--- config.mk ---
export PLATFORM = sky130hd
export DESIGN_NAME = watch_halt_top
export DESIGN_NICKNAME = d
export VERILOG_FILES = /design/src/rtl/watch_pkg.sv /design/src/rtl/watch_regs.sv /design/src/rtl/watch_cmp.sv /design/src/rtl/halt_ctrl.sv /design/src/rtl/watch_halt_top.sv
export SDC_FILE = /design/constraint.sdc
export NUM_CORES = 1
export LEC_CHECK = 0
export BUFFER_PORTS_ARGS = -buffer_cell sky130_fd_sc_hd__buf_4
export CORE_ASPECT_RATIO = 0.9
export CORE_MARGIN = 1
export CORE_UTILIZATION = 30
export CTS_BUF_LIST = sky130_fd_sc_hd__clkbuf_16
export DETAILED_ROUTE_END_ITERATION = 7
export PLACE_DENSITY = 0.53
export RECOVER_POWER = 25
export SLEW_MARGIN = 30
export SYNTH_ARGS = -nofsm -noshare
export SYNTH_HDL_FRONTEND = slang
export SYNTH_SLANG_ARGS = --single-unit
export TNS_END_PERCENT = 50
--- constraint.sdc ---
create_clock -name clk -period 3.28 [get_ports clk]
set_input_delay 0 -clock clk [delete_from_list [all_inputs] [get_ports clk]]
set_output_delay 0 -clock clk [all_outputs]
set_load 0.02 [all_outputs]
--- src/rtl/watch_pkg.sv ---
package watch_pkg;
  localparam int NUM_UNITS = 2;

  typedef enum logic [2:0] {
    F_AVAL = 3'd0,
    F_AMSK = 3'd1,
    F_DVAL = 3'd2,
    F_DMSK = 3'd3,
    F_CVAL = 3'd4,
    F_CMSK = 3'd5,
    F_RSVD = 3'd6,
    F_MODE = 3'd7
  } field_e;
endpackage

--- src/rtl/watch_regs.sv ---
module watch_regs
  import watch_pkg::*;
#(
  parameter int ADDR_W = 32,
  parameter int DATA_W = 32,
  parameter int CTRL_W = 8,
  parameter int WR_W   = 32
) (
  input  logic                          clk,
  input  logic                          rst,
  input  logic                          wr_en,
  input  logic [3:0]                    wr_addr,
  input  logic [WR_W-1:0]               wr_data,
  output logic [NUM_UNITS*ADDR_W-1:0]   aval_o,
  output logic [NUM_UNITS*ADDR_W-1:0]   amsk_o,
  output logic [NUM_UNITS*DATA_W-1:0]   dval_o,
  output logic [NUM_UNITS*DATA_W-1:0]   dmsk_o,
  output logic [NUM_UNITS*CTRL_W-1:0]   cval_o,
  output logic [NUM_UNITS*CTRL_W-1:0]   cmsk_o,
  output logic [NUM_UNITS-1:0]          en_o,
  output logic                          chain_o
);
  localparam int CV_W = CTRL_W + 1;

  field_e fld;
  assign fld = field_e'(wr_addr[2:0]);

  for (genvar u = 0; u < NUM_UNITS; u++) begin : g_unit
    localparam logic UBIT = 1'(u);
    logic              sel;
    logic [ADDR_W-1:0] av_q, am_q;
    logic [DATA_W-1:0] dv_q, dm_q;
    logic [CV_W-1:0]   cv_q;
    logic [CTRL_W-1:0] cm_q;

    assign sel = wr_en && (wr_addr[3] == UBIT);

    always_ff @(posedge clk) begin
      if (rst) begin
        av_q <= '0;
        am_q <= '0;
        dv_q <= '0;
        dm_q <= '0;
        cv_q <= '0;
        cm_q <= '0;
      end else if (sel) begin
        case (fld)
          F_AVAL:  av_q <= wr_data[ADDR_W-1:0];
          F_AMSK:  am_q <= wr_data[ADDR_W-1:0];
          F_DVAL:  dv_q <= wr_data[DATA_W-1:0];
          F_DMSK:  dm_q <= wr_data[DATA_W-1:0];
          F_CVAL:  cv_q <= wr_data[CV_W-1:0];
          F_CMSK:  cm_q <= wr_data[CTRL_W-1:0];
          default: ;
        endcase
      end
    end

    assign aval_o[u*ADDR_W +: ADDR_W] = av_q;
    assign amsk_o[u*ADDR_W +: ADDR_W] = am_q;
    assign dval_o[u*DATA_W +: DATA_W] = dv_q;
    assign dmsk_o[u*DATA_W +: DATA_W] = dm_q;
    assign cval_o[u*CTRL_W +: CTRL_W] = cv_q[CTRL_W-1:0];
    assign cmsk_o[u*CTRL_W +: CTRL_W] = cm_q;
    assign en_o[u]                    = cv_q[CTRL_W];
  end

  logic chain_q;
  always_ff @(posedge clk) begin
    if (rst) chain_q <= 1'b0;
    else if (wr_en && wr_addr == {1'b0, F_MODE}) chain_q <= wr_data[0];
  end
  assign chain_o = chain_q;
endmodule

--- src/rtl/watch_cmp.sv ---
module watch_cmp #(
  parameter int ADDR_W = 32,
  parameter int DATA_W = 32,
  parameter int CTRL_W = 8
) (
  input  logic [ADDR_W-1:0] bus_addr,
  input  logic [DATA_W-1:0] bus_data,
  input  logic [CTRL_W-1:0] bus_ctrl,
  input  logic [ADDR_W-1:0] aval,
  input  logic [ADDR_W-1:0] amsk,
  input  logic [DATA_W-1:0] dval,
  input  logic [DATA_W-1:0] dmsk,
  input  logic [CTRL_W-1:0] cval,
  input  logic [CTRL_W-1:0] cmsk,
  input  logic              en,
  output logic              hit
);
  logic a_ok, d_ok, c_ok;

  always_comb begin
    a_ok = ((bus_addr ^ aval) & ~amsk) == '0;
    d_ok = ((bus_data ^ dval) & ~dmsk) == '0;
    c_ok = ((bus_ctrl ^ cval) & ~cmsk) == '0;
    hit  = en && a_ok && d_ok && c_ok;
  end
endmodule

--- src/rtl/halt_ctrl.sv ---
module halt_ctrl
  import watch_pkg::*;
(
  input  logic                 clk,
  input  logic                 rst,
  input  logic [NUM_UNITS-1:0] hit,
  input  logic                 chain,
  input  logic                 sys_evt,
  input  logic                 dbg_clr,
  input  logic                 any_wr,
  output logic                 halt_o
);
  logic armed_q, halt_q, set_c;

  always_comb begin
    if (chain) set_c = sys_evt || (hit[1] && armed_q);
    else       set_c = sys_evt || (|hit);
  end

  always_ff @(posedge clk) begin
    if (rst) begin
      halt_q  <= 1'b0;
      armed_q <= 1'b0;
    end else begin
      halt_q <= set_c || (halt_q && !dbg_clr);
      if (any_wr)      armed_q <= 1'b0;
      else if (hit[0]) armed_q <= 1'b1;
    end
  end

  assign halt_o = halt_q;

  p_evt_sets_halt_r9: assert property (@(posedge clk) disable iff (rst)
    sys_evt |=> halt_o);

  p_halt_holds_r10: assert property (@(posedge clk) disable iff (rst)
    (halt_o && !dbg_clr) |=> halt_o);

  p_clear_drops_r10: assert property (@(posedge clk) disable iff (rst)
    (dbg_clr && !sys_evt && hit == '0) |=> !halt_o);

  p_chain_needs_arm_r7: assert property (@(posedge clk) disable iff (rst)
    (chain && !armed_q && !sys_evt && !halt_o) |=> !halt_o);

  p_write_disarms_r8: assert property (@(posedge clk) disable iff (rst)
    any_wr |=> !armed_q);

  p_normal_hit_r6: assert property (@(posedge clk) disable iff (rst)
    (!chain && hit != '0) |=> halt_o);
endmodule

--- src/rtl/watch_halt_top.sv ---
module watch_halt_top
  import watch_pkg::*;
#(
  parameter int ADDR_W = 32,
  parameter int DATA_W = 32,
  parameter int CTRL_W = 8,
  parameter int WR_W   = 32
) (
  input  logic              clk,
  input  logic              rst,
  input  logic [ADDR_W-1:0] bus_addr,
  input  logic [DATA_W-1:0] bus_data,
  input  logic [CTRL_W-1:0] bus_ctrl,
  input  logic              sys_evt,
  input  logic              dbg_clr,
  input  logic              cfg_wr,
  input  logic [3:0]        cfg_addr,
  input  logic [WR_W-1:0]   cfg_wdata,
  output logic              halt_req
);
  logic [NUM_UNITS*ADDR_W-1:0] aval, amsk;
  logic [NUM_UNITS*DATA_W-1:0] dval, dmsk;
  logic [NUM_UNITS*CTRL_W-1:0] cval, cmsk;
  logic [NUM_UNITS-1:0]        en, hit;
  logic                        chain;

  watch_regs #(
    .ADDR_W(ADDR_W), .DATA_W(DATA_W), .CTRL_W(CTRL_W), .WR_W(WR_W)
  ) regs_i (
    .clk(clk), .rst(rst), .wr_en(cfg_wr), .wr_addr(cfg_addr),
    .wr_data(cfg_wdata), .aval_o(aval), .amsk_o(amsk), .dval_o(dval),
    .dmsk_o(dmsk), .cval_o(cval), .cmsk_o(cmsk), .en_o(en), .chain_o(chain)
  );

  for (genvar u = 0; u < NUM_UNITS; u++) begin : g_cmp
    watch_cmp #(.ADDR_W(ADDR_W), .DATA_W(DATA_W), .CTRL_W(CTRL_W)) cmp_i (
      .bus_addr(bus_addr), .bus_data(bus_data), .bus_ctrl(bus_ctrl),
      .aval(aval[u*ADDR_W +: ADDR_W]), .amsk(amsk[u*ADDR_W +: ADDR_W]),
      .dval(dval[u*DATA_W +: DATA_W]), .dmsk(dmsk[u*DATA_W +: DATA_W]),
      .cval(cval[u*CTRL_W +: CTRL_W]), .cmsk(cmsk[u*CTRL_W +: CTRL_W]),
      .en(en[u]), .hit(hit[u])
    );

    p_disabled_quiet_r5: assert property (@(posedge clk) disable iff (rst)
      !en[u] |-> !hit[u]);
  end

  halt_ctrl ctrl_i (
    .clk(clk), .rst(rst), .hit(hit), .chain(chain), .sys_evt(sys_evt),
    .dbg_clr(dbg_clr), .any_wr(cfg_wr), .halt_o(halt_req)
  );

  p_reset_low_r1: assert property (@(posedge clk)
    rst |=> !halt_req);
endmodule

==> results of run 1 <==
[area by class of cell]
| type | count | share of cell area [%] |
|---|---|---|
| multi-input combinational | 1118 | 39.7 |
| clock inverter | 24 | 0.683 |
| inverter | 1 | 0.0256 |
| sequential | 293 | 40.0 |
| clock buffer | 31 | 5.29 |
| timing repair buffer | 176 | 9.74 |
| tap | 532 | 4.54 |
[report_power, final]
part,total (mW),leakage [nW],switching [mW],internal (mW)
Combinational,0.694,1.94,0.425,0.269
Sequential,3.63,2.37,0.0274,3.61
Clock,3.14,0.458,1.45,1.69
[worst max path at each step]
stage	end	slack (ns)	depth (start not counted)
2_1_floorplan	ctrl_i.halt_o	1.97	6
5_1_grt	regs_i.g_unit[1].cm_q[6]	0.56	4
3_3_place_gp	ctrl_i.halt_o	1.22	6
6_report	regs_i.g_unit[1].cm_q[3]	0.79	4
3_5_place_dp	ctrl_i.halt_o	1.28	6
4_1_cts	regs_i.g_unit[1].dv_q[4]	1.21	7
[worst min-delay path, delay by kind of cell]
| family | cells | cell delay [ns] |
|---|---|---|
| AO/OA/AOI/OAI | 2 | 0.36 |
| XOR/XNOR | 1 | 0.10 |
| buffers and inverters | 1 | 0.10 |
| AND/OR/NAND/NOR | 1 | 0.08 |
[kinds of logic (layout without fill, tap and decap cells)]
logic type	count (synthesis)	count (layout)	synth area share, %
mux	34	34	2.78
buf+inv	124	232	4.83
xor+xnor	144	144	10.3
compound gates	335	335	14.6
flops	293	293	47.9
simple gates	605	605	19.7
[layer usage]
layer / part of all wire, % / vias to the layer above / track usage (%)
met3: 7.1 / 75 / 3.81
met1: 46 / 5190 / 29.8
met4: 3.0 / 2 / 6.57
li1: - / 5200 / -
met2: 44 / 400 / 32.7
met5: 0.024 / - / 0
[state kept, by name, indices dropped and copies added (netlist names)]
signal              count
regs_i.g_unit.cm_q     16
ctrl_i.halt_o           1
regs_i.g_unit.dm_q     64
regs_i.g_unit.cv_q     18
regs_i.g_unit.am_q     64
regs_i.g_unit.dv_q     64
regs_i.chain_o          1
ctrl_i.armed_q          1
regs_i.g_unit.av_q     64
[synthesized netlist by cell type (all sizes together)]
cell    count
nand2     518
dfxtp     293
a21oi     258
xnor2     144
o22ai      68
buf        62
clkbuf     61
nor2       43
mux2i      34
nor4       17
nand4       5
nor3        5
nand2b      3
nand3b      3
and2        2
nor2b       2
nor3b       2
o211ai      2
o21ai       2
o22a        2
or2         2
or3         2
a21o        1
inv         1
nand3       1
o21a        1
o32ai       1
[through the flow]
stage,cell area [sq um],std cells,power [mW],setup slack [ns]
4_1_cts,14700,2175,7.52,1.21
3_3_place_gp,13400,2079,4.36,1.22
5_1_grt,14700,2175,7.70,0.559
2_1_floorplan,12300,1535,4.04,1.97
6_report,14700,2175,7.46,0.788
3_5_place_dp,13400,2079,4.36,1.28
[repair_timing]
| item | CTS | global route |
|---|---|---|
| setup endpoints to repair | 0 | 0 |
| endpoints found under the hold margin | 293 | 0 |
| setup buffers | 0 | 0 |
| hold buffers | 41 | 0 |
==> results.json, run 1 <==
{
  "final_common_cell": "nand2_1",
  "timing_hold_violations_final": 0,
  "period_share_pct": 76.0,
  "critical_path_class": "input port to register",
  "cp-startpoint": "rst",
  "core_area_sq_um": 39900,
  "drcViolationCount": 0,
  "hold_end": "ctrl_i.halt_o",
  "syn-num-nets": 1648,
  "ys_top_cells_by_area": "dfxtp_1 (48%), nand2_1 (16%), a21oi_1 (11%)",
  "clock_skew_ns": 0.0245,
  "ctsResizeCount": 0,
  "grt_pass1_wl_um": 65900,
  "overflow": 0,
  "synth_top_cell_area_share_pct": 47.9,
  "first_pass_iters": 5,
  "cp-end-kind": "register",
  "violations": "max-capacitance violations, max-slew violations",
  "setup_violations": 0,
  "syn_to_final_growth_pct": 19.6,
  "setup-tns-final_ns": 0,
  "path_cells": "dlygate4sd3_1 > buf_8 > clkbuf_1 > nor2_1",
  "maxSlewViolCount": 49,
  "die_w_um": 215,
  "critPathBufInv": 3,
  "synth.avg_cell_area_sq_um": 7.98,
  "ys_seq_area_share_pct": 47.9,
  "fmax_mhz": 401,
  "vdd_drop_max_uv": 351,
  "place_congestion": 0.839,
  "r2r-end": "ctrl_i.halt_o",
  "worstMarginPinSlew_ns": 2.30,
  "synthCells": 1535,
  "start_kind": "input port",
  "power_density_nw_per_um2": 509,
  "dieArea_sq_um": 41700,
  "max_stage_delay_ns": 1.68,
  "routed_wl_um": 45000,
  "r2r_cells": 6,
  "synth.ff_latch_count": 293,
  "clock_latency_ns": 0.58,
  "worstHoldPathType": "input port to register",
  "fin_nets": 1734,
  "leakagePower_nw": 4.76,
  "final-seq-area_sq_um": 5870,
  "rsz0062_at_grt": "no",
  "first_global_vias": 10100,
  "grt.total_usage_pct": 21.2,
  "numClockSinks": 293,
  "tritoncts": "done",
  "cts_max_level": 1,
  "whs_ns": 0.111,
  "layout_min_cycle_time_ns": 2.49,
  "holdPathStages": 5,
  "hp-start": "bus_data[2]",
  "multi_input_area_sq_um": 5810,
  "netlist_area_sq_um": 12300,
  "rr_startpoint": "regs_i.g_unit[1].dv_q[26]",
  "start_util_pct": 30.7,
  "drive_gt1_share_pct": 10.7,
  "r2r_slack_ns": 1.24,
  "grt_start_max_net_pins": 89,
  "cts_root_buf": "clkbuf_16",
  "worst_ep_required_time_ns": 3.64,
  "avgViaCountPerCell": 5.00,
  "synth.largest_area_cell": "dfxtp_1",
  "die_h_um": 194,
  "mostFrequentLayoutCells": "nand2_1 (518), dfxtp_1 (293), a21oi_1 (258)",
  "drv_cap": 1,
  "drt_iter0_markers": 936,
  "crit_path_top_delay_cell": "clkbuf_1",
  "cp_top_family": "buffers and inverters",
  "nFillCells": 4203,
  "antenna_found_initial": 1,
  "final_core_util_pct": 36.7,
  "crit_fanout": 72,
  "status": "finished, violations left",
  "diodes": 0,
  "cp.arrival_ns": 2.85,
  "synthDistinctLibCells": 33,
  "yosys_warnings": 0,
  "dpl.hpwl_um": 30600,
  "clk_path_buf_depth": 3,
  "pin_count": 114,
  "port_buffers": 113,
  "wl_per_cell_um": 20.7,
  "relSlewSlack_pct": -53.4,
  "vias": 10900,
  "path_clk_slew_ns": 0.06,
  "numCtsBuffers": 31,
  "ant_nets": 0,
  "rows": 69
}
(Power assumes the default switching activity.)
==> run 2, diff against run 1 <==
PLACE_DENSITY = 0.55   (was 0.53)
clock period = 2 ns   (was 3.28 ns; I/O delays follow)
==> run 2 against run 1 <==
  * The run now ends clean
  * Hold slack lost 0.092 ns
  * Count of clock-buffer cells in the layout up 4
  * Sequential share of layout area decreased by 0.70 points
  * Setup slack lost 0.68 ns
  * Sequential power up 64%
  * Register-to-register slack got worse by 1.1 ns
  * Cell area rose by 1.8%
  * Combinational power is 67% higher
  * Clock power is 78% higher
  * Global-route usage is 0.28 points higher
==> results.json, run 2 (same netlist as run 1, synthesis figures left out) <==
{
  "setup_violations": 0,
  "place_area_sq_um": 13600,
  "drv_cap": 0,
  "grt.total_usage_pct": 21.5,
  "worst_ep_required_time_ns": 2.46,
  "leakagePower_nw": 4.89,
  "final_cell_area_sq_um": 14900,
  "power_mw": 12.7,
  "period_share_pct": 94.7,
  "critical_path_class": "register to register",
  "pin_count": 114,
  "drive_gt1_share_pct": 12.0,
  "start_kind": "register",
  "tritoncts": "done",
  "path_clk_slew_ns": 0.06,
  "nFillCells": 4171,
  "instances_no_fill": 2190,
  "worstMarginPinSlew_ns": 1.03,
  "core_area_sq_um": 39900,
  "die_h_um": 194,
  "fmax_mhz": 528,
  "max_stage_delay_ns": 0.45,
  "relSlewSlack_pct": 31.5,
  "fin_nets": 1751,
  "timing_hold_violations_final": 0,
  "rows": 69,
  "clock_skew_ns": 0.0276,
  "crit_path_top_delay_cell": "nor4_1",
  "first_pass_iters": 5,
  "layout_min_cycle_time_ns": 1.89,
  "overflow": 0,
  "avgViaCountPerCell": 4.99,
  "mostFrequentLayoutCells": "nand2_1 (518), dfxtp_1 (293), a21oi_1 (258)",
  "cts_root_buf": "clkbuf_16",
  "path_cells": "xnor2_1 > o22ai_1 > nor4_1 > nand4_1 > o32ai_1 > a21o_1",
  "cts_setup_buffers": 0,
  "vdd_drop_max_uv": 488,
  "die_w_um": 215,
  "dpl.hpwl_um": 30700,
  "placedCellCount": 2095,
  "drcViolationCount": 0,
  "maxSlewViolCount": 0,
  "start_util_pct": 30.7,
  "whs_ns": 0.0194,
  "clock_latency_ns": 0.52,
  "diodes": 0,
  "cp_top_family": "simple AND/OR/NAND/NOR gates",
  "place_congestion": 0.876,
  "status": "completed",
  "dieArea_sq_um": 41700,
  "critPathBufInv": 0,
  "final_common_cell": "nand2_1",
  "port_buffers": 113,
  "wl_per_cell_um": 20.8,
  "power_density_nw_per_um2": 852,
  "vias": 10900,
  "cp-end-kind": "register",
  "first_global_vias": 10300,
  "crit_fanout": 2,
  "routed_wl_um": 45500,
  "ant_nets": 0,
  "grt_pass1_wl_um": 67100,
  "syn_to_final_growth_pct": 21.7,
  "cp.arrival_ns": 2.36,
  "worstHoldPathType": "input port to register",
  "grt_start_max_net_pins": 105,
  "drt_iter0_markers": 949,
  "rsz0062_at_grt": "no",
  "numClockSinks": 293,
  "numCtsBuffers": 34,
  "antenna_found_initial": 0,
  "clk_path_buf_depth": 3,
  "cts_max_level": 2
}
run 2: tightest hold or removal path: cells and delay by family:
kind / cells / cell delay [ns]
buffers and inverters: 2 / 0.15
AOI/OAI and AO/OA: 3 / 0.36
run 2: cell type report:
cell class	instances	area, sq um	share of cell area, %
repair buffers	190	1570	10.6
multi-input cells	1118	5830	39.1
clock buffers	35	876	5.87
well taps	532	666	4.46
clock inverters	21	92.6	0.621
inverters	1	3.75	0.0252
flip-flops and latches	293	5870	39.3
run 2: metal layers:
metal  global-route usage [%]  vias to the layer above  wire length, um
met5                        0                        -                0
met4                     5.75                        0             1040
met3                     3.61                       58             3420
met2                     33.7                      415            20300
met1                     30.2                     5215            20700
li1                         -                     5237                -
run 2: stage by stage:
stage / util, % / setup slack (ns) / TNS (ns)
after floorplan: - / 0.688 / 0
after global placement: 34.0 / 0.00112 / 0
after detailed placement: 34.0 / -0.0473 / -0.0473
after CTS: 37.5 / 0.0670 / 0
after global routing: 37.4 / 0.0156 / 0
final: 37.4 / 0.107 / 0
run 2: timing repair:
action,CTS,global route
setup endpoints to repair,1,2
resized for setup,1,1
pin swaps,0,1
hold buffers,39,0
hold endpoints to repair,293,0
run 2: where the power goes:
part | internal [mW] | switching, mW
Sequential | 5.91 | 0.0440
Combinational | 0.453 | 0.703
Clock | 3.14 | 2.45
Total | 9.51 | 3.20
run 2: worst paths after layout:
path,start,to,slack (ns),cells after the start
worst min register to register,regs_i.g_unit[0].am_q[0],regs_i.g_unit[0].am_q[0],0.45,2
worst max-delay path,regs_i.g_unit[1].cv_q[1],ctrl_i.halt_o,0.11,6
worst min-delay path,dbg_clr,ctrl_i.halt_o,0.02,5
worst max register to register,regs_i.g_unit[1].cv_q[1],ctrl_i.halt_o,0.11,6
==> run 3, diff against run 2 <==
PLACE_DENSITY = 0.54   (was 0.55)
SYNTH_HIERARCHICAL = 1   (was unset)
==> run 3 against run 2 <==
  * The run now ends with negative hold slack left
  * Fmax fell by 0.78%
  * First-iteration DRC count fell by 52%
  * Synthesized cell count fell by 16%
  * Sequential share of layout area fell by 3.0 points
  * Cell area rose by 8.4%
  * Critical path type unchanged
==> results.json, run 3 <==
{
  "numCtsBuffers": 34,
  "maxSlewViolCount": 0,
  "critPathBufInv": 0,
  "yosys_most_used_dff": "dfxtp_1",
  "syn_to_final_growth_pct": 19.6,
  "clock_skew_ns": 0.0139,
  "cts_max_level": 2,
  "violations": "negative hold slack",
  "status": "finished, violations left",
  "period_share_pct": 95.4,
  "worst_ep_required_time_ns": 2.45,
  "async_flop_share_pct": 0,
  "synth.largest_area_cell": "dfxtp_1",
  "ys_seq_area_share_pct": 43.4,
  "synth.ff_latch_count": 293,
  "relSlewSlack_pct": 26.9,
  "max_stage_delay_ns": 0.36,
  "fin_nets": 1511,
  "critical_path_class": "register to register",
  "first_global_vias": 9447,
  "layout_min_cycle_time_ns": 1.91,
  "synthTopCellsByCount": "nand2b_1 (323), dfxtp_1 (293), mux2i_1 (291), xnor2_1 (140), o22ai_1 (57)",
  "crit_path_top_delay_cell": "nor3_2",
  "diodes": 0,
  "antenna_found_initial": 0,
  "p_switching_mw": 3.07,
  "dpl.hpwl_um": 26900,
  "whs_ns": -0.00457,
  "routed_wl_um": 38500,
  "timing_hold_violations_final": 1,
  "worstHoldPathType": "input port to register",
  "drive_gt1_share_pct": 15.5,
  "synth.avg_cell_area_sq_um": 10.5,
  "die_w_um": 226,
  "final_core_util_pct": 36.5,
  "synthDistinctLibCells": 31,
  "final_common_cell": "nand2b_1",
  "crit_fanout": 2,
  "avgViaCountPerCell": 4.54,
  "synth.most_common_cell": "nand2b_1",
  "cp_top_family": "simple AND/OR/NAND/NOR gates",
  "core_area_sq_um": 44300,
  "netlist_area_sq_um": 13500,
  "start_util_pct": 30.5,
  "place_congestion": 0.752,
  "setup-tns-final_ns": 0,
  "drv_cap": 0,
  "combPwrFrac_pct": 8.9,
  "drcViolationCount": 0,
  "layout_setup_ws_ns": 0.0918,
  "leakagePower_nw": 7.18,
  "overflow": 0,
  "mostFrequentLayoutCells": "nand2b_1 (323), dfxtp_1 (291), mux2i_1 (291)",
  "setup_violations": 0,
  "vdd_drop_max_uv": 674,
  "p_clk_share_pct": 44.4,
  "wl_per_cell_um": 19.0,
  "die_h_um": 203,
  "synth_edf_count": 0,
  "yosys_warnings": 6,
  "cp.arrival_ns": 2.36,
  "fmax_mhz": 524,
  "cp-end-kind": "register",
  "tritoncts": "done",
  "seqPwrFrac_pct": 46.7,
  "numClockSinks": 293,
  "cts_setup_buffers": 0,
  "cts_root_buf": "clkbuf_16",
  "pin_count": 114,
  "clk_path_buf_depth": 3,
  "grt.total_usage_pct": 16.8,
  "rsz0062_at_grt": "no",
  "path_clk_slew_ns": 0.06,
  "ant_nets": 0,
  "internal_power_mw": 9.69,
  "power_density_nw_per_um2": 789,
  "start_kind": "register",
  "p_sw_share_pct": 24.0,
  "vias": 9174,
  "dieArea_sq_um": 45900,
  "path_cells": "xnor2_1 > o22a_1 > o221ai_2 > nor3_2 > nand4_1 > nor4_2 > o22ai_1 > a21oi_1",
  "synthCells": 1287,
  "grt_start_max_net_pins": 73,
  "drt_iter0_markers": 453,
  "ys_top_cells_by_area": "dfxtp_1 (43%), mux2i_1 (22%), nand2b_1 (15%)",
  "worstMarginPinSlew_ns": 1.10,
  "port_buffers": 113,
  "rows": 73,
  "synth_top_cell_area_share_pct": 43.4,
  "first_pass_iters": 5,
  "clock_latency_ns": 0.52,
  "post-place-ws_ns": 0.00457,
  "syn-num-nets": 1400,
  "grt_pass1_wl_um": 58000
}
[run 3: cell count changes in the layout (fill, tap and decap cells not counted), sizes merged, moves of 6 or more]
cell / previous run / this run
o221ai: 0 / 6
o22a: 2 / 8
nand2: 518 / 8
dlygate4sd3: 39 / 20
o22ai: 68 / 57
nand2b: 3 / 323
mux2i: 34 / 291
nor2: 43 / 22
nor4: 17 / 2
a21oi: 258 / 2
[run 3: cells by family (layout without fill, tap and decap cells)]
group,count (synthesis),after routing,share of synthesized area (%)
AO/OA/AOI/OAI,77,77,4.10
XOR/XNOR,144,144,9.55
buffers and inverters,99,233,3.56
flip-flops,293,293,43.4
multiplexers,291,291,21.6
AND/OR/NAND/NOR,383,383,17.8
[run 3: tightest hold or removal path, delay by kind of cell]
family / cells / cell delay (ns)
buffers and inverters: 1 / 0.08
multiplexers: 1 / 0.19
AND/OR/NAND/NOR: 1 / 0.21
[run 3: layout make-up]
class                   count  area (sq um)
multi-input cells         895          7170
clock buffers              34           851
well taps                 600           751
repair buffers            172          1370
fillers                  4431         28100
flip-flops and latches    293          5870
clock inverters            25           148
inverters                   2          7.51
[run 3: per-layer routing]
layer  vias to the layer above  global-route usage [%]  wire length (um)
li1                       4531                       -                 -
met1                      4473                    23.0             18800
met2                       127                    27.8             18000
met3                        43                    2.38              1060
met4                         0                    4.23               640
met5                         -                       0                 0
[run 3: metrics by stage]
step	std cells	hold slack [ns]	power, mW	cell area (sq um)
CTS	2021	0.0102	13.0	16200
global placement	1942	0.251	7.21	15000
global route	2021	0.0362	13.3	16200
floorplan	1287	0.0691	6.72	13500
detailed placement	1942	0.255	7.22	15000
finish	2021	-0.00457	12.8	16200
[run 3: final timing paths]
path,from,end,slack [ns],cells past startpoint
max,regs_i/g_unit[1].dv_q[9],ctrl_i/halt_o,0.09,8
min,cfg_wdata[17],regs_i/g_unit[0].av_q[17],-0.005,3
max reg2reg,regs_i/g_unit[1].dv_q[9],ctrl_i/halt_o,0.09,8
min reg2reg,regs_i/g_unit[0].am_q[12],regs_i/g_unit[0].am_q[12],0.47,2
[run 3: power by group through the flow]
stage | registers [mW] | clock network, mW | logic, mW
6_report | 5.96 | 5.66 | 1.14
5_1_grt | 5.97 | 6.08 | 1.22
4_1_cts | 5.96 | 5.83 | 1.16
3_5_place_dp | 6.09 | 0 | 1.13
3_3_place_gp | 6.09 | 0 | 1.12
2_1_floorplan | 6.08 | 0 | 0.638
[run 3: timing repair]
action	CTS	global route
setup endpoints to repair	1	2
hold buffers	20	0
pin swaps	1	8
gates resized for setup	0	7
endpoints found under the hold margin	116	0
